$ cat src/rtl/baud_sel_pkg.sv
package baud_sel_pkg;
  typedef enum logic [1:0] {
    SM_SHIFT = 2'd0,
    SM_VAR_A = 2'd1,
    SM_FIXED = 2'd2,
    SM_VAR_B = 2'd3
  } ser_mode_e;
endpackage

$ cat src/rtl/bit_src_sel.sv
module bit_src_sel
  import baud_sel_pkg::*;
#(
  parameter int DIV_SHIFT = 12,
  parameter int DIV_FAST  = 16,
  parameter int DIV_SLOW  = 32,
  parameter int AW        = 6
) (
  input  logic [1:0]    ser_mode,
  input  logic          dbl_speed,
  input  logic          clk_sel,
  input  logic          mc_tick,
  input  logic          t1_ovf,
  input  logic          t2_ovf,
  output logic          tick,
  output logic [AW-1:0] ratio
);
  localparam logic [AW-1:0] R_SHIFT = AW'(DIV_SHIFT);
  localparam logic [AW-1:0] R_FAST  = AW'(DIV_FAST);
  localparam logic [AW-1:0] R_SLOW  = AW'(DIV_SLOW);

  always_comb begin
    unique case (ser_mode_e'(ser_mode))
      SM_SHIFT: begin
        tick  = mc_tick;
        ratio = R_SHIFT;
      end
      SM_FIXED: begin
        tick  = mc_tick;
        ratio = dbl_speed ? R_FAST : R_SLOW;
      end
      default: begin
        tick  = clk_sel ? t2_ovf : t1_ovf;
        ratio = dbl_speed ? R_FAST : R_SLOW;
      end
    endcase
  end
endmodule

$ cat src/rtl/bit_accum.sv
module bit_accum #(
  parameter int AW    = 6,
  parameter int MAX_R = 32
) (
  input  logic          clk,
  input  logic          rst_n,
  input  logic          active,
  input  logic          tick,
  input  logic [AW-1:0] ratio,
  output logic          stb
);
  logic [AW-1:0] acc;
  logic [AW:0]   sum;

  assign sum = {1'b0, acc} + {{AW{1'b0}}, 1'b1};

  always_ff @(posedge clk) begin
    if (!rst_n) begin
      acc <= '0;
      stb <= 1'b0;
    end else if (!active) begin
      acc <= '0;
      stb <= 1'b0;
    end else if (tick) begin
      if (sum >= {1'b0, ratio}) begin
        acc <= AW'(sum - {1'b0, ratio});
        stb <= 1'b1;
      end else begin
        acc <= sum[AW-1:0];
        stb <= 1'b0;
      end
    end else begin
      stb <= 1'b0;
    end
  end

  // an idle direction never strobes
  a_r6_idle_quiet: assert property (@(posedge clk) disable iff (!rst_n)
    !active |=> !stb);
  // idle clears the count
  a_r7_idle_clear: assert property (@(posedge clk) disable iff (!rst_n)
    !active |=> acc == '0);
  // strobes are single-clock pulses
  a_r9_one_clock: assert property (@(posedge clk) disable iff (!rst_n)
    stb |=> !stb);
  // a strobe follows a counted tick
  a_r9_needs_tick: assert property (@(posedge clk) disable iff (!rst_n)
    $rose(stb) |-> $past(tick && active));
  // the remainder stays below the largest ratio
  a_r8_acc_bound: assert property (@(posedge clk) disable iff (!rst_n)
    {1'b0, acc} < (AW+1)'(MAX_R));
endmodule

$ cat src/rtl/uart_bitrate_sel.sv
module uart_bitrate_sel #(
  parameter int DIV_SHIFT = 12,
  parameter int DIV_FAST  = 16,
  parameter int DIV_SLOW  = 32
) (
  input  logic       clk,
  input  logic       rst_n,
  input  logic       mc_tick,
  input  logic       t1_ovf,
  input  logic       t2_ovf,
  input  logic [1:0] ser_mode,
  input  logic       dbl_speed,
  input  logic       tx_clk_sel,
  input  logic       rx_clk_sel,
  input  logic       tx_active,
  input  logic       rx_active,
  output logic       tx_bit_stb,
  output logic       rx_bit_stb
);
  localparam int MAX_R = (DIV_SLOW > DIV_SHIFT) ?
                         ((DIV_SLOW > DIV_FAST) ? DIV_SLOW : DIV_FAST) :
                         ((DIV_SHIFT > DIV_FAST) ? DIV_SHIFT : DIV_FAST);
  localparam int AW    = $clog2(MAX_R + 1);
  localparam int NDIR  = 2;

  logic [NDIR-1:0] dir_sel;
  logic [NDIR-1:0] dir_act;
  logic [NDIR-1:0] dir_stb;

  assign dir_sel = {rx_clk_sel, tx_clk_sel};
  assign dir_act = {rx_active, tx_active};

  for (genvar d = 0; d < NDIR; d++) begin : g_dir
    logic          tick;
    logic [AW-1:0] ratio;

    bit_src_sel #(
      .DIV_SHIFT(DIV_SHIFT), .DIV_FAST(DIV_FAST),
      .DIV_SLOW(DIV_SLOW), .AW(AW)
    ) u_sel (
      .ser_mode (ser_mode),
      .dbl_speed(dbl_speed),
      .clk_sel  (dir_sel[d]),
      .mc_tick  (mc_tick),
      .t1_ovf   (t1_ovf),
      .t2_ovf   (t2_ovf),
      .tick     (tick),
      .ratio    (ratio)
    );

    bit_accum #(.AW(AW), .MAX_R(MAX_R)) u_acc (
      .clk   (clk),
      .rst_n (rst_n),
      .active(dir_act[d]),
      .tick  (tick),
      .ratio (ratio),
      .stb   (dir_stb[d])
    );
  end

  assign tx_bit_stb = dir_stb[0];
  assign rx_bit_stb = dir_stb[1];

  // in shift mode only the machine tick can cause a strobe
  a_r1_shift_src: assert property (@(posedge clk) disable iff (!rst_n)
    ($past(ser_mode) == 2'd0 && !$past(mc_tick)) |-> !tx_bit_stb && !rx_bit_stb);
endmodule

$ cat config.mk
export PLATFORM = sky130hd
export DESIGN_NAME = uart_bitrate_sel
export DESIGN_NICKNAME = d
export VERILOG_FILES = /design/src/rtl/baud_sel_pkg.sv /design/src/rtl/bit_src_sel.sv /design/src/rtl/bit_accum.sv /design/src/rtl/uart_bitrate_sel.sv
export SDC_FILE = /design/constraint.sdc
export NUM_CORES = 1
export LEC_CHECK = 0
export ABC_AREA = 1
export BUFFER_PORTS_ARGS = -buffer_cell sky130_fd_sc_hd__clkbuf_2
export CORE_MARGIN = 3
export CORE_UTILIZATION = 51
export DETAILED_ROUTE_END_ITERATION = 10
export PLACE_DENSITY = 0.74
export RECOVER_POWER = 25
export REMOVE_ABC_BUFFERS = 1
export SLEW_MARGIN = 40
export SYNTH_ARGS = -nofsm -noshare
export SYNTH_HDL_FRONTEND = slang
export SYNTH_SLANG_ARGS = --single-unit
$ cat constraint.sdc
create_clock -name clk -period 2.1 [get_ports clk]
set_clock_uncertainty 0.05 [all_clocks]
set_input_delay 0.105 -clock clk [delete_from_list [all_inputs] [get_ports clk]]
set_output_delay 0.105 -clock clk [all_outputs]
set_load 0.05 [all_outputs]
After elaboration in Yosys (flattened, before gate mapping)

Cells that the tools add are included.

Bits in registers: 14
Bits of input ports: 12
Word-level logic and storage cells: 27

Magnitude comparators: 2
Reduce and logical (&&, ||, !) cells: 6
Multiplexer cells: 10
Eq/ne operators: 1
Add/subtract/negate cells: 4

Operators with widths:

| cell                                                           | count |
|---|---|
| 6-bit two-way mux                                              | 4 |
| 6-bit by 1-bit adder with 7-bit output (second input constant) | 2 |
| 7-bit by 6-bit greater-or-equal comparator with 1-bit output   | 2 |
| 6-bit subtractor                                               | 2 |
| 1-bit two-way mux                                              | 6 |
| 3-bit AND reduction                                            | 2 |
| 2-bit AND reduction                                            | 2 |
| 2-bit equality test (second input constant)                    | 1 |
| 2-bit zero test                                                | 1 |
| 2-bit OR reduction                                             | 1 |

Depth between registers and ports, before layout

Word-level depth: 4
Depth in mapped cells: 16
Gate-level depth less buffers: 16

Modules after synthesis

From an unflattened synthesis, not the netlist that was laid out.

Cell total of the unflattened synthesis: 253
Area total of the unflattened synthesis: 1,629.1 um^2

By module, submodules not included:

| module                     | instances | area an instance (um^2) | cells each |
|---|---|---|---|
| bit_accum (g_dir[0].u_acc) | 1         | 744.5                   | 114 |
| bit_accum (g_dir[1].u_acc) | 1         | 726.9                   | 105 |
| bit_src_sel                | 2         | 78.8                    | 17 |

Worst setup path before layout

OpenSTA, ideal clock, no wires.

Path kind: reg-to-reg
From: reg g_dir[0].u_acc.acc[0]
To: reg g_dir[0].u_acc.acc[2]
Clock period less this slack: 1.993 ns
Data arrival time: 1.873 ns
Required time: 1.980 ns
Stages on the path, launching flop included: 13
Slack: 0.107 ns
Path buffers: 0
Library setup time: 0.070 ns
Path through: dfxtp_1 ha_1 nand3_1 xor2_1 inv_1 ha_1 a21oi_1 nand2_1 nand2_1 nand3_2 nand2_1 nand3_1 a21oi_1

Word-level cells in the longest chain between the ends: 3
Elaborated cells between the ends (all ways): 4
Classes of those cells: add/sub (2); order compare (1); mux (1)

Ends and longest elaborated chain:

| element                                                                                                 | RTL line                         | RTL |
|---|---|---|
| from (decl)                                                                                             | bit_accum.sv:12                  | `logic [AW-1:0] acc;` |
| from (signal assigned)                                                                                  | bit_accum.sv:26                  | `acc <= AW'(sum - {1'b0, ratio});` |
| from (signal assigned)                                                                                  | bit_accum.sv:29                  | `acc <= sum[AW-1:0];` |
| 6-bit by 1-bit adder with 7-bit output (*)                                                              | bit_accum.sv:15                  | `assign sum = {1'b0, acc} + {{AW{1'b0}}, 1'b1};` |
| 6-bit subtractor / 7-bit by 6-bit greater-or-equal comparator with 1-bit output (equally long branches) | bit_accum.sv:26, bit_accum.sv:25 |  |
| 6-bit two-way mux (*)                                                                                   | bit_accum.sv:25                  | `if (sum >= {1'b0, ratio}) begin` |

Mark *: on every way between the ends. The rest lies on a longest branch, timed or not.
A chain may end at the register's enable or synchronous reset.

Worst setup path after layout

From: reg g_dir[0].u_acc.acc[1]
To: reg g_dir[0].u_acc.acc[3]

The elaborated chain is that of the path after synthesis.

==> flow_metrics.env <==
export IMPL_fp_dieW_um=53.02
export IMPL_cpMostUsedCell="nand3_1"
export IMPL_setup_viol=0
export IMPL_max_freq_mhz=503.2
export IMPL_outcome="finished, final reports clean"
export IMPL_worstMarginPinSlew_ps=280.3
export IMPL_muxShareOfSynthArea=0
export IMPL_yosys_area_share_simple=0.3396
export IMPL_num_io_pins=14
export IMPL_drc=0
export IMPL_path_buf_inv=2
export IMPL_cts_made_buffers=3
export IMPL_routabilityCongestion=0.9211
export IMPL_drt_initial_drc_count=16
export IMPL_yosysUniqueCellTypes=23
export IMPL_n_antenna_cell=0
export IMPL_critPathMaxStageDelay_ps=380
export IMPL_layout_nets=219
export IMPL_max_slew_margin=0.8140
export IMPL_dp_slack_ps=-9.949
export IMPL_synthFlopType="dfxtp_1"
export IMPL_ant_nets=0
export IMPL_dr_pass1_iters=4
export IMPL_power_density_mw_per_mm2=485.4
export IMPL_track_usage=0.1891
export IMPL_synth_seq_cells=14
export IMPL_grt_pass1_wl_um=4008
export IMPL_synth_compound_area_frac=0.1165
export IMPL_total_power_uw=727.6
export IMPL_areaGrowthSynthToFinish_pct=32.96
export IMPL_critPathMaxFanout=4
export IMPL_critPathRequiredTime_ps=2250
export IMPL_port_buffer_count=13
export IMPL_dpl_hpwl_um=1916
export IMPL_clk_pin_slew_ps=80
export IMPL_finalCriticalPeriod_ps=1987
export IMPL_syn_inst=167
export IMPL_cap_violations=0
export IMPL_synth_top_family_by_area="simple AND/OR/NAND/NOR gates"
export IMPL_synth_edff_count=0
export IMPL_cp_end_kind="register"
export IMPL_coreArea_mm2=0.002022
export IMPL_drt_wirelength_per_cell_um=11.81
export IMPL_grt_overflow=0
export IMPL_synth_xor_area_share=0.06215
export IMPL_rows=16
export IMPL_drv_slew=0
export IMPL_path_cells="ha_4 -> nand3_2 -> xor2_2 -> inv_2 -> ha_4 -> nand3_1 -> nand2_2 -> nand2_2 -> buf_4 -> nand3_1 -> nand3_1 -> a21oi_1"
export IMPL_worst_slack_ps=112.7
export IMPL_avgSynthCellArea_um2=6.750
export IMPL_syn_area_mm2=0.001127
export IMPL_synth_fa_ha_area_frac=0.1465
export IMPL_cp_slowest_cell="dfxtp_2"
export IMPL_dieArea_mm2=0.002811
export IMPL_worstPathArrival_ps=2140
export IMPL_drive_gt1_frac=0.3505
export IMPL_grt_start_max_net_pins=10
export IMPL_holdCritPathClass="primary input to register"
export IMPL_vias_per_cell=5.095
export IMPL_p_leak_nw=0.7114
export IMPL_ys_seq_area_frac=0.2486
export IMPL_wl_um=2611
export IMPL_ys_warn_count=0
export IMPL_root_buffer="clkbuf_4"
export IMPL_die_h_um=53.02
export IMPL_irDropWorstVdd_v=0.0004398
export IMPL_critPathKind="register to register"
export IMPL_cts_sinks=14
export IMPL_initial_core_util=0.5575
export IMPL_cts_tree="done"
export IMPL_r2r_setup_slack_ps=110
export IMPL_htree_levels=1
export IMPL_crit_family="simple AND/OR/NAND/NOR gates"
export IMPL_cts_path_max_buffers=2
export IMPL_vias=1126
export IMPL_crit_path_start_kind="register"
export IMPL_async_reset_ff_frac=0
export IMPL_fin_crit_sh=0.9463
export IMPL_grt_antenna_before_repair=0
export IMPL_grt_pass1_vias=1040
export IMPL_final_hold_violation_count=0
export IMPL_clock_latency_ps=270
-- final cells by class --
| class | count | area, µm² |
|---|---|---|
| sequential | 14 | 296.5 |
| multi-input combinational | 127 | 890.9 |
| fill | 173 | 523.0 |
| timing repair buffer | 23 | 143.9 |
| tap | 27 | 33.78 |
| inverter | 26 | 97.59 |
| clock buffer | 4 | 36.28 |
-- state kept, by name, indices dropped and copies added, names as in the netlist --
register and cells:
g_dir.u_acc.stb 2, g_dir.u_acc.acc 12
-- layout by cell type (no fill, tap or decap), types with 5 or more instances in the layout --
cell,Yosys,layout
clkbuf_2,0,13
nand3_2,3,5
o21ai_0,7,7
a21oi_1,10,9
nor2_1,15,13
inv_1,23,21
inv_2,3,5
nand3_1,18,15
nand2_1,40,37
ha_4,0,6
buf_4,0,9
dfxtp_1,14,7
-- worst reg2reg max path: stages (launching register included) --
cell and delay [ps]:
dfxtp_2 380, ha_4 140, nand3_2 100, xor2_2 180, inv_2 60, ha_4 290, nand3_1 90, nand2_2 100
nand2_2 90, buf_4 140, nand3_1 80, nand3_1 70, a21oi_1 140
-- cell usage after synthesis, types with 2 or more instances --
master,number,share of area
a21oi_1,10,0.044
dfxtp_1,14,0.25
fa_1,2,0.036
ha_1,10,0.11
inv_1,23,0.077
inv_2,3,0.010
nand2_1,40,0.13
nand3_1,18,0.080
nand3_2,3,0.027
nor2_1,15,0.050
nor2_2,3,0.017
o211ai_1,2,0.013
o21ai_0,7,0.031
o21bai_2,2,0.020
xnor2_1,2,0.016
xor2_1,6,0.047
-- worst paths after layout --
| kind | end | start | cells after the start |
|---|---|---|---|
| worst min-delay path | g_dir[0].u_acc.acc[2]$_SDFFE_PN0N_ | tx_active | 3 |
| worst max register to register | g_dir[0].u_acc.acc[3]$_SDFFE_PN0N_ | g_dir[0].u_acc.acc[1]$_SDFFE_PN0N_ | 12 |
| worst max-delay path | g_dir[0].u_acc.acc[3]$_SDFFE_PN0N_ | g_dir[0].u_acc.acc[1]$_SDFFE_PN0N_ | 12 |
| worst min register to register | g_dir[0].u_acc.acc[3]$_SDFFE_PN0N_ | g_dir[0].u_acc.acc[3]$_SDFFE_PN0N_ | 2 |
-- power by group --
part | total (mW) | leakage [nW] | internal (mW) | switching [mW]
combinational | 0.243 | 0.572 | 0.103 | 0.140
clock | 0.189 | 0.0210 | 0.105 | 0.0837
sequential | 0.295 | 0.118 | 0.278 | 0.0169
total | 0.728 | 0.711 | 0.487 | 0.241
-- per-layer routing --
| metal | GRT usage | vias up | wire, µm |
|---|---|---|---|
| met2 | 0.3099 | 27 | 1264 |
| met5 | 0 | - | 0 |
| met4 | 0.08936 | 0 | 25 |
| li1 | - | 592 | - |
| met3 | 0.01408 | 4 | 95 |
| met1 | 0.2487 | 503 | 1226 |
-- per-stage QoR --
step                utilization  hold slack, ps  setup TNS [ps]  instance area, µm²  cells
floorplan                     -           255.4               0                1127    167
global route             0.7413           105.5          -72.20                1499    221
finish                   0.7413           92.32               0                1499    221
detailed placement       0.6324           396.6          -19.82                1279    214
global placement         0.6324           383.4               0                1279    214
CTS                      0.6516           93.49               0                1318    218
-- kinds of logic after synthesis --
group / Yosys count
AOI/OAI and AO/OA: 22
DFF: 14
adders and majority gates: 12
xor gates and xnor gates: 8
buffers and inverters: 26
and+or+nand+nor: 85
-- timing repair --
item | CTS | global route
buffers inserted | 0 | 3
hold buffers | 0 | 0
endpoints found under the setup margin | 3 | 9
gates cloned | 0 | 0
pin swaps | 0 | 8
gates resized for setup | 1 | 34
No activity file was read; power rests on OpenSTA's default activity.
